**config.mk**
```make
export PLATFORM = sky130hd
export DESIGN_NAME = prio_irq_ctrl
export DESIGN_NICKNAME = d
export VERILOG_FILES = /design/src/rtl/irqc_pkg.sv /design/src/rtl/irqc_cmd.sv /design/src/rtl/irqc_req.sv /design/src/rtl/irqc_resolve.sv /design/src/rtl/irqc_svc.sv /design/src/rtl/prio_irq_ctrl.sv
export SDC_FILE = /design/constraint.sdc
export NUM_CORES = 1
export LEC_CHECK = 0
export ABC_AREA = 1
export BUFFER_PORTS_ARGS = -buffer_cell sky130_fd_sc_hd__buf_2
export CORE_MARGIN = 3
export CORE_UTILIZATION = 25
export CTS_BUF_LIST = sky130_fd_sc_hd__clkbuf_2
export CTS_CLUSTER_DIAMETER = 100
export CTS_CLUSTER_SIZE = 24
export DETAILED_ROUTE_END_ITERATION = 8
export GPL_ROUTABILITY_DRIVEN = 0
export PLACE_DENSITY = 0.44
export SETUP_SLACK_MARGIN = 0.1
export SLEW_MARGIN = 20
export SYNTH_ARGS = -nofsm -noshare
export SYNTH_HDL_FRONTEND = slang
export SYNTH_SLANG_ARGS = --single-unit
```
**constraint.sdc**
```tcl
create_clock -name clk -period 9.25 [get_ports clk]
set_clock_uncertainty 0.05 [all_clocks]
set_input_delay 0.4625 -clock clk [delete_from_list [all_inputs] [get_ports clk]]
set_output_delay 0.4625 -clock clk [all_outputs]
set_load 0.005 [all_outputs]
```
**src/rtl/irqc_pkg.sv**
```systemverilog
package irqc_pkg;
  localparam int NLINE = 8;
  localparam int LW    = $clog2(NLINE);
  localparam int DW    = 8;

  typedef logic [NLINE-1:0] lvec_t;
  typedef logic [LW-1:0]    line_t;

  typedef enum logic [2:0] {
    IS_IDLE  = 3'd0,
    IS_BASE  = 3'd1,
    IS_CASC  = 3'd2,
    IS_MODE  = 3'd3,
    IS_READY = 3'd4
  } ist_e;

  // rank 0 is the highest priority: the line just above the lowest one
  function automatic line_t rank_of(line_t line, line_t lowest);
    return line_t'(line - lowest - line_t'(1));
  endfunction

  function automatic line_t line_at_rank(line_t rank, line_t lowest);
    return line_t'(lowest + line_t'(1) + rank);
  endfunction

  function automatic logic [DW-1:0] vector_of(logic [DW-1:0] base, line_t line);
    return base + DW'(line);
  endfunction

  function automatic lvec_t onehot(line_t line);
    return lvec_t'(1) << line;
  endfunction
endpackage

```
**src/rtl/irqc_cmd.sv**
```systemverilog
module irqc_cmd
  import irqc_pkg::*;
(
  input  logic          clk,
  input  logic          rst_n,
  input  logic          wr_en,
  input  logic          a0,
  input  logic [DW-1:0] din,
  input  line_t         isr_top,
  input  logic          isr_any,
  output logic          init_go,
  output logic          ready,
  output logic          ltim,
  output logic          sngl,
  output logic          aeoi,
  output logic          sfnm,
  output logic          is_slave,
  output logic          rd_isr,
  output logic [DW-1:0] base,
  output logic [DW-1:0] casc,
  output logic [DW-1:0] imr,
  output line_t         lowest,
  output logic          eoi_ns,
  output logic          eoi_sp,
  output line_t         eoi_line
);
  ist_e       st;
  logic       want_mode;
  logic       slave_q;
  logic       wr_even, wr_odd, cmd_ok, sel_cmd, pri_cmd;
  logic [2:0] op;
  logic       low_we;
  line_t      low_nx;

  assign wr_even = wr_en & ~a0;
  assign wr_odd  = wr_en & a0;
  assign init_go = wr_even & din[4];
  assign ready   = (st == IS_READY);
  assign cmd_ok  = wr_even & ~din[4] & ready;
  assign sel_cmd = cmd_ok & din[3];
  assign pri_cmd = cmd_ok & ~din[3];
  assign op      = din[7:5];

  assign eoi_ns   = pri_cmd & ((op == 3'b001) | (op == 3'b101));
  assign eoi_sp   = pri_cmd & ((op == 3'b011) | (op == 3'b111));
  assign eoi_line = din[LW-1:0];

  always_comb begin
    low_we = 1'b0;
    low_nx = din[LW-1:0];
    if (pri_cmd) begin
      unique case (op)
        3'b110, 3'b111: low_we = 1'b1;
        3'b101: begin
          low_we = isr_any;
          low_nx = isr_top;
        end
        default: low_we = 1'b0;
      endcase
    end
  end

  always_ff @(posedge clk or negedge rst_n) begin
    if (!rst_n) begin
      st        <= IS_IDLE;
      want_mode <= 1'b0;
      sngl      <= 1'b0;
      ltim      <= 1'b0;
      aeoi      <= 1'b0;
      sfnm      <= 1'b0;
      slave_q   <= 1'b0;
      base      <= '0;
      casc      <= '0;
      imr       <= '1;
      lowest    <= line_t'(NLINE-1);
      rd_isr    <= 1'b0;
    end else if (init_go) begin
      st        <= IS_BASE;
      want_mode <= din[0];
      sngl      <= din[1];
      ltim      <= din[3];
      aeoi      <= 1'b0;
      sfnm      <= 1'b0;
      slave_q   <= 1'b0;
      casc      <= '0;
      imr       <= '1;
      lowest    <= line_t'(NLINE-1);
      rd_isr    <= 1'b0;
    end else if (wr_odd) begin
      unique case (st)
        IS_BASE: begin
          base <= din;
          if (!sngl)          st <= IS_CASC;
          else if (want_mode) st <= IS_MODE;
          else                st <= IS_READY;
        end
        IS_CASC: begin
          casc <= din;
          st   <= want_mode ? IS_MODE : IS_READY;
        end
        IS_MODE: begin
          aeoi    <= din[1];
          sfnm    <= din[4];
          slave_q <= din[3] & ~din[2];
          st      <= IS_READY;
        end
        IS_READY: imr <= din;
        default: st <= st;
      endcase
    end else begin
      if (sel_cmd && din[1]) rd_isr <= din[0];
      if (low_we)            lowest <= low_nx;
    end
  end

  assign is_slave = slave_q & ~sngl;
endmodule

```
**src/rtl/irqc_req.sv**
```systemverilog
module irqc_req
  import irqc_pkg::*;
(
  input  logic  clk,
  input  logic  rst_n,
  input  logic  clr_all,
  input  logic  ltim,
  input  lvec_t irq_in,
  input  lvec_t ack_clr,
  output lvec_t irr
);
  lvec_t prev;
  lvec_t rise;
  lvec_t nxt;

  for (genvar i = 0; i < NLINE; i++) begin : g_line
    assign rise[i] = irq_in[i] & ~prev[i];
    assign nxt[i]  = ltim ? irq_in[i] : (rise[i] | (irr[i] & ~ack_clr[i]));
  end

  always_ff @(posedge clk or negedge rst_n) begin
    if (!rst_n) begin
      prev <= '0;
      irr  <= '0;
    end else begin
      prev <= irq_in;
      irr  <= clr_all ? '0 : nxt;
    end
  end
endmodule

```
**src/rtl/irqc_resolve.sv**
```systemverilog
module irqc_resolve
  import irqc_pkg::*;
(
  input  lvec_t irr,
  input  lvec_t imr,
  input  lvec_t isr,
  input  lvec_t nest_ok,
  input  line_t lowest,
  output line_t req_win,
  output logic  req_any,
  output line_t isr_top,
  output logic  isr_any,
  output logic  int_req
);
  lvec_t pend;
  line_t r_req, r_isr;

  assign pend = irr & ~imr;

  // scan from lowest rank upward so the last hit is the best one
  always_comb begin
    line_t ln;
    req_any = 1'b0;
    req_win = '0;
    isr_any = 1'b0;
    isr_top = '0;
    for (int k = NLINE-1; k >= 0; k--) begin
      ln = line_at_rank(line_t'(k), lowest);
      if (pend[ln]) begin
        req_any = 1'b1;
        req_win = ln;
      end
      if (isr[ln]) begin
        isr_any = 1'b1;
        isr_top = ln;
      end
    end
  end

  assign r_req   = rank_of(req_win, lowest);
  assign r_isr   = rank_of(isr_top, lowest);
  assign int_req = req_any & (~isr_any | (r_req < r_isr) |
                              ((req_win == isr_top) & nest_ok[req_win]));
endmodule

```
**src/rtl/irqc_svc.sv**
```systemverilog
module irqc_svc
  import irqc_pkg::*;
(
  input  logic  clk,
  input  logic  rst_n,
  input  logic  clr_all,
  input  lvec_t set_v,
  input  lvec_t clr_v,
  output lvec_t isr
);
  lvec_t nxt;

  for (genvar i = 0; i < NLINE; i++) begin : g_bit
    assign nxt[i] = set_v[i] | (isr[i] & ~clr_v[i]);
  end

  always_ff @(posedge clk or negedge rst_n) begin
    if (!rst_n)       isr <= '0;
    else if (clr_all) isr <= '0;
    else              isr <= nxt;
  end
endmodule

```
**src/rtl/prio_irq_ctrl.sv**
```systemverilog
module prio_irq_ctrl
  import irqc_pkg::*;
(
  input  logic          clk,
  input  logic          rst_n,
  input  logic          cs,
  input  logic          wr,
  input  logic          a0,
  input  logic [DW-1:0] din,
  output logic [DW-1:0] dout,
  input  logic [NLINE-1:0] irq_in,
  output logic          int_out,
  input  logic          inta,
  input  logic [LW-1:0] cas_in,
  output logic [DW-1:0] vec_out,
  output logic          vec_valid,
  output logic [LW-1:0] cas_out,
  output logic          cas_valid
);
  logic          wr_en, init_go, ready, ltim, sngl, aeoi, sfnm, is_slave, rd_isr;
  logic [DW-1:0] base, casc, imr_q;
  line_t         lowest, eoi_line, req_win, isr_top, ack_line;
  logic          eoi_ns, eoi_sp, req_any, isr_any, int_req;
  lvec_t         irr_q, isr_q, nest_ok, isr_set, isr_clr, irr_clr;
  logic          ack_take, ack_real, to_slave, vec_fire;

  assign wr_en = cs & wr;

  irqc_cmd u_cmd (
    .clk(clk), .rst_n(rst_n), .wr_en(wr_en), .a0(a0), .din(din),
    .isr_top(isr_top), .isr_any(isr_any),
    .init_go(init_go), .ready(ready), .ltim(ltim), .sngl(sngl), .aeoi(aeoi),
    .sfnm(sfnm), .is_slave(is_slave), .rd_isr(rd_isr),
    .base(base), .casc(casc), .imr(imr_q), .lowest(lowest),
    .eoi_ns(eoi_ns), .eoi_sp(eoi_sp), .eoi_line(eoi_line)
  );

  irqc_req u_req (
    .clk(clk), .rst_n(rst_n), .clr_all(init_go), .ltim(ltim),
    .irq_in(irq_in), .ack_clr(irr_clr), .irr(irr_q)
  );

  assign nest_ok = (sfnm & ~sngl & ~is_slave) ? casc : '0;

  irqc_resolve u_res (
    .irr(irr_q), .imr(imr_q), .isr(isr_q), .nest_ok(nest_ok), .lowest(lowest),
    .req_win(req_win), .req_any(req_any), .isr_top(isr_top), .isr_any(isr_any),
    .int_req(int_req)
  );

  // acknowledge: a slave only answers its own cascade code
  assign ack_take = inta & ready & (~is_slave | (cas_in == casc[LW-1:0]));
  assign ack_real = ack_take & int_req;
  assign ack_line = ack_real ? req_win : line_t'(NLINE-1);
  assign to_slave = ack_real & ~sngl & ~is_slave & casc[req_win];
  assign vec_fire = ack_take & ~to_slave;

  assign isr_set = (ack_real & ~aeoi) ? onehot(req_win) : '0;
  assign irr_clr = ack_real ? onehot(req_win) : '0;
  assign isr_clr = (eoi_ns & isr_any) ? onehot(isr_top) :
                   eoi_sp             ? onehot(eoi_line) : '0;

  irqc_svc u_svc (
    .clk(clk), .rst_n(rst_n), .clr_all(init_go),
    .set_v(isr_set), .clr_v(isr_clr), .isr(isr_q)
  );

  always_ff @(posedge clk or negedge rst_n) begin
    if (!rst_n) begin
      vec_out   <= '0;
      vec_valid <= 1'b0;
      cas_out   <= '0;
      cas_valid <= 1'b0;
    end else begin
      vec_valid <= vec_fire;
      cas_valid <= to_slave;
      if (vec_fire) vec_out <= vector_of(base, ack_line);
      if (to_slave) cas_out <= req_win;
    end
  end

  assign int_out = ready & int_req;
  assign dout    = a0 ? imr_q : (rd_isr ? isr_q : irr_q);

  logic unused_ok;
  assign unused_ok = req_any;
endmodule

```
==> impl_metrics.toml <==
[status]
status = "completed"

[clock_tree]
insertion_delay_ns = 0.56
numCtsBuffers = 9
h-tree-depth = 3
clk_pin_slew_ns = 0.28
cts_sinks = 74
cts_root_buf = "clkbuf_2"
cts_buffer_depth = 2
cts_tree = "done"

[critical_path]
critical_path.startpoint = "u_cmd.lowest[0]"
slowest_delay_ns = 0.83
start_kind = "flip-flop"
r2r_cells = 37
endpoint_kind = "flip-flop"
critPathCapture = "vec_out[7]"
crit_path_frequent_cell = "nand2_1"
rr_endpoint = "vec_out[7]"
crit_type = "reg2reg"
reg2reg_slack_ns = 2.45
arrival_ns = 7.25
path_max_fanout = 24
slowest_stage = "dfstp_2"
r2r_start = "u_cmd.lowest[0]"
worstPathRequired_ns = 9.70

[floorplan]
die_x_um = 152.5
pin_count = 47
die_area_um2 = 23250
die_y_um = 152.5
initial_utilization = 0.2601
core_area_um2 = 20620
row_count = 52

[placement]
dp.cells = 1091
hpwl_um = 13680
numPortBuffers = 46

[final_layout]
finalNetCount = 879
final-seq-area_um2 = 1866
layout_commonest_cell = "nand2_1"
num-fill-cells = 2324
final_cells = 1117
syn_to_final_growth_pct = 12.24
layout_common_cells = "nand2_1 (202), inv_1 (106), nand3_1 (87)"
drive_above_1_share = 0.1430
multi_input_area_um2 = 2928

[min_path]
hold_start = "din[4]"
hp-class = "in2reg"

[sta]
rsz0062_at_grt = "no"
setup_viol = 0
timing_hold_violations_final = 0
layout_min_cycle_time_ns = 6.803
max_freq_ghz = 0.1470
period_share = 0.7354
slew_headroom = 0.3589
worst_pin_slew_ns = 0.9616
fin_tns_setup_ns = 0
slew_violations = 0

[grt]
grt_max_degree = 75
grt_usage = 0.1522
grt_pass1_wl_um = 28500
grt_antenna_before_repair = 1
grt_pass1_vias = 5065
overflow = 0

[logic_synthesis]
synth_top_area_cell = "dfrtp_1"
synth_seq_area_share = 0.3477
syn_inst = 796
syn_nets = 834
synth_top_area_share = 0.2938
synth_seq_cells = 74
synth_area_per_cell_um2 = 6.740
netlist_area_um2 = 5365
synthArstFlopShare = 1.000
synth.distinct_cells = 43
synthTopCellsByArea = "dfrtp_1 (29%), nand2_1 (14%), nand3_1 (8.1%), inv_1 (7.4%), o21ai_0 (6.3%)"
yosys_warnings = 0
synth-edff-count = 0
synth_ff_type = "dfrtp_1"

[detailed_routing]
routed_wl_um = 17600
vias_per_cell = 4.698
dr.first_iter.drc_count = 411
detail_route.wl_per_cell_um = 15.75
ant_nets = 0
route.detailed.drc = 0
firstDrtPassIters = 4
vias = 5248

[pwr]
p_leak_nw = 3.100
power_density_nw_per_um2 = 308.8
vdd_drop_max_uv = 110.4

[flow_run]
drv_cap = 0
## state kept, by name (all words and copies together), names as in the netlist
| name | cells |
|---|---|
| cas_valid | 1 |
| u_cmd.st | 3 |
| u_cmd.sngl | 1 |
| vec_out | 8 |
| u_cmd.want_mode | 1 |
| u_cmd.rd_isr | 1 |
| u_cmd.ltim | 1 |
| u_cmd.imr | 8 |
| u_req.prev | 8 |
| cas_out | 3 |
| u_cmd.sfnm | 1 |
| u_cmd.slave_q | 1 |
| u_cmd.aeoi | 1 |
| u_svc.isr | 8 |
| u_cmd.casc | 8 |
| u_cmd.base | 8 |
| u_cmd.lowest | 3 |
| vec_valid | 1 |
| u_req.irr | 8 |
## through the flow
step | cell area, um^2 | utilization | hold WS [ns] | power, W | worst slack [ns]
global route | 6022 | 0.2920 | 0.002950 | 0.002073 | 1.578
floorplan | 5365 | - | 0.1169 | 0.001361 | 3.692
CTS | 6020 | 0.2919 | 0.01578 | 0.001875 | 2.406
finish | 6022 | 0.2920 | 0.07034 | 0.001859 | 2.447
detailed placement | 5826 | 0.2825 | 0.4043 | 0.001686 | 2.436
global placement | 5826 | 0.2825 | 0.4005 | 0.001700 | 2.489
## area by class of cell
type                    instances  area share
diodes                          1   0.0004155
clock buffers                   9    0.007480
clock inverters                 7    0.009765
inverters                     115     0.07293
multi-input cells             583      0.4862
flip-flops and latches         74      0.3098
well taps                     270     0.05610
repair buffers                 58     0.05734
## critical path, delay by kind of cell, from the launching register on
kind | cells | cell delay (ns)
fa+ha+maj | 5 | 2.00
simple gates | 21 | 2.16
xor+xnor | 3 | 0.48
compound gates | 3 | 0.54
flops | 1 | 0.83
buf+inv | 5 | 0.72
## cells in the mapped netlist (3+ instances only)
library cell,number
nor3_1,6
o21ai_1,6
dfrtp_1,63
xnor2_1,7
ha_1,10
fa_1,3
nand2_1,202
buf_2,3
inv_1,106
a32oi_1,3
nand2_4,5
inv_2,6
xor2_1,6
o21ai_0,67
a31oi_1,4
nand2_2,19
a21oi_1,49
clkbuf_1,14
nor2_1,75
dfstp_2,11
nand3_1,87
buf_4,3
nand4_1,11
inv_4,3
buf_6,4
## what timing repair did
item | CTS | global route
resized for setup | 0 | 0
buffers inserted | 0 | 0
hold endpoints to repair | 57 | 0
hold buffers | 9 | 0
## layer usage
metal  track usage  up-vias  wire length, um
met3       0.02045       28              555
met5             0        -                0
li1              -     2664                -
met1        0.2149     2443             8452
met2        0.2409      113             8151
met4       0.05091        0              437
## cells by family after synthesis
group           share of synthesized area
flops                              0.3477
buf+inv                            0.1070
compound gates                     0.1500
xor+xnor                          0.02122
simple gates                       0.3396
fa+ha+maj                         0.03452
## report_power, final
group / leakage [nW] / total [W] / switching (W) / internal, W
clock: 0.0652 / 0.000180 / 0.000140 / 0.0000404
combinational: 2.12 / 0.00117 / 0.000786 / 0.000380
sequential: 0.912 / 0.000513 / 0.0000792 / 0.000434
## worst min-delay path by stage
stage	endpoint	slack [ns]	depth (start not counted)
floorplan	cas_out[0]	0.12	0
global placement	vec_out[3]	0.40	2
detailed placement	vec_out[3]	0.40	2
CTS	u_cmd.imr[4]	0.02	3
global route	u_cmd.imr[4]	0.003	3
finish	u_cmd.imr[4]	0.07	3
Power figures use the tool's default switching activity.
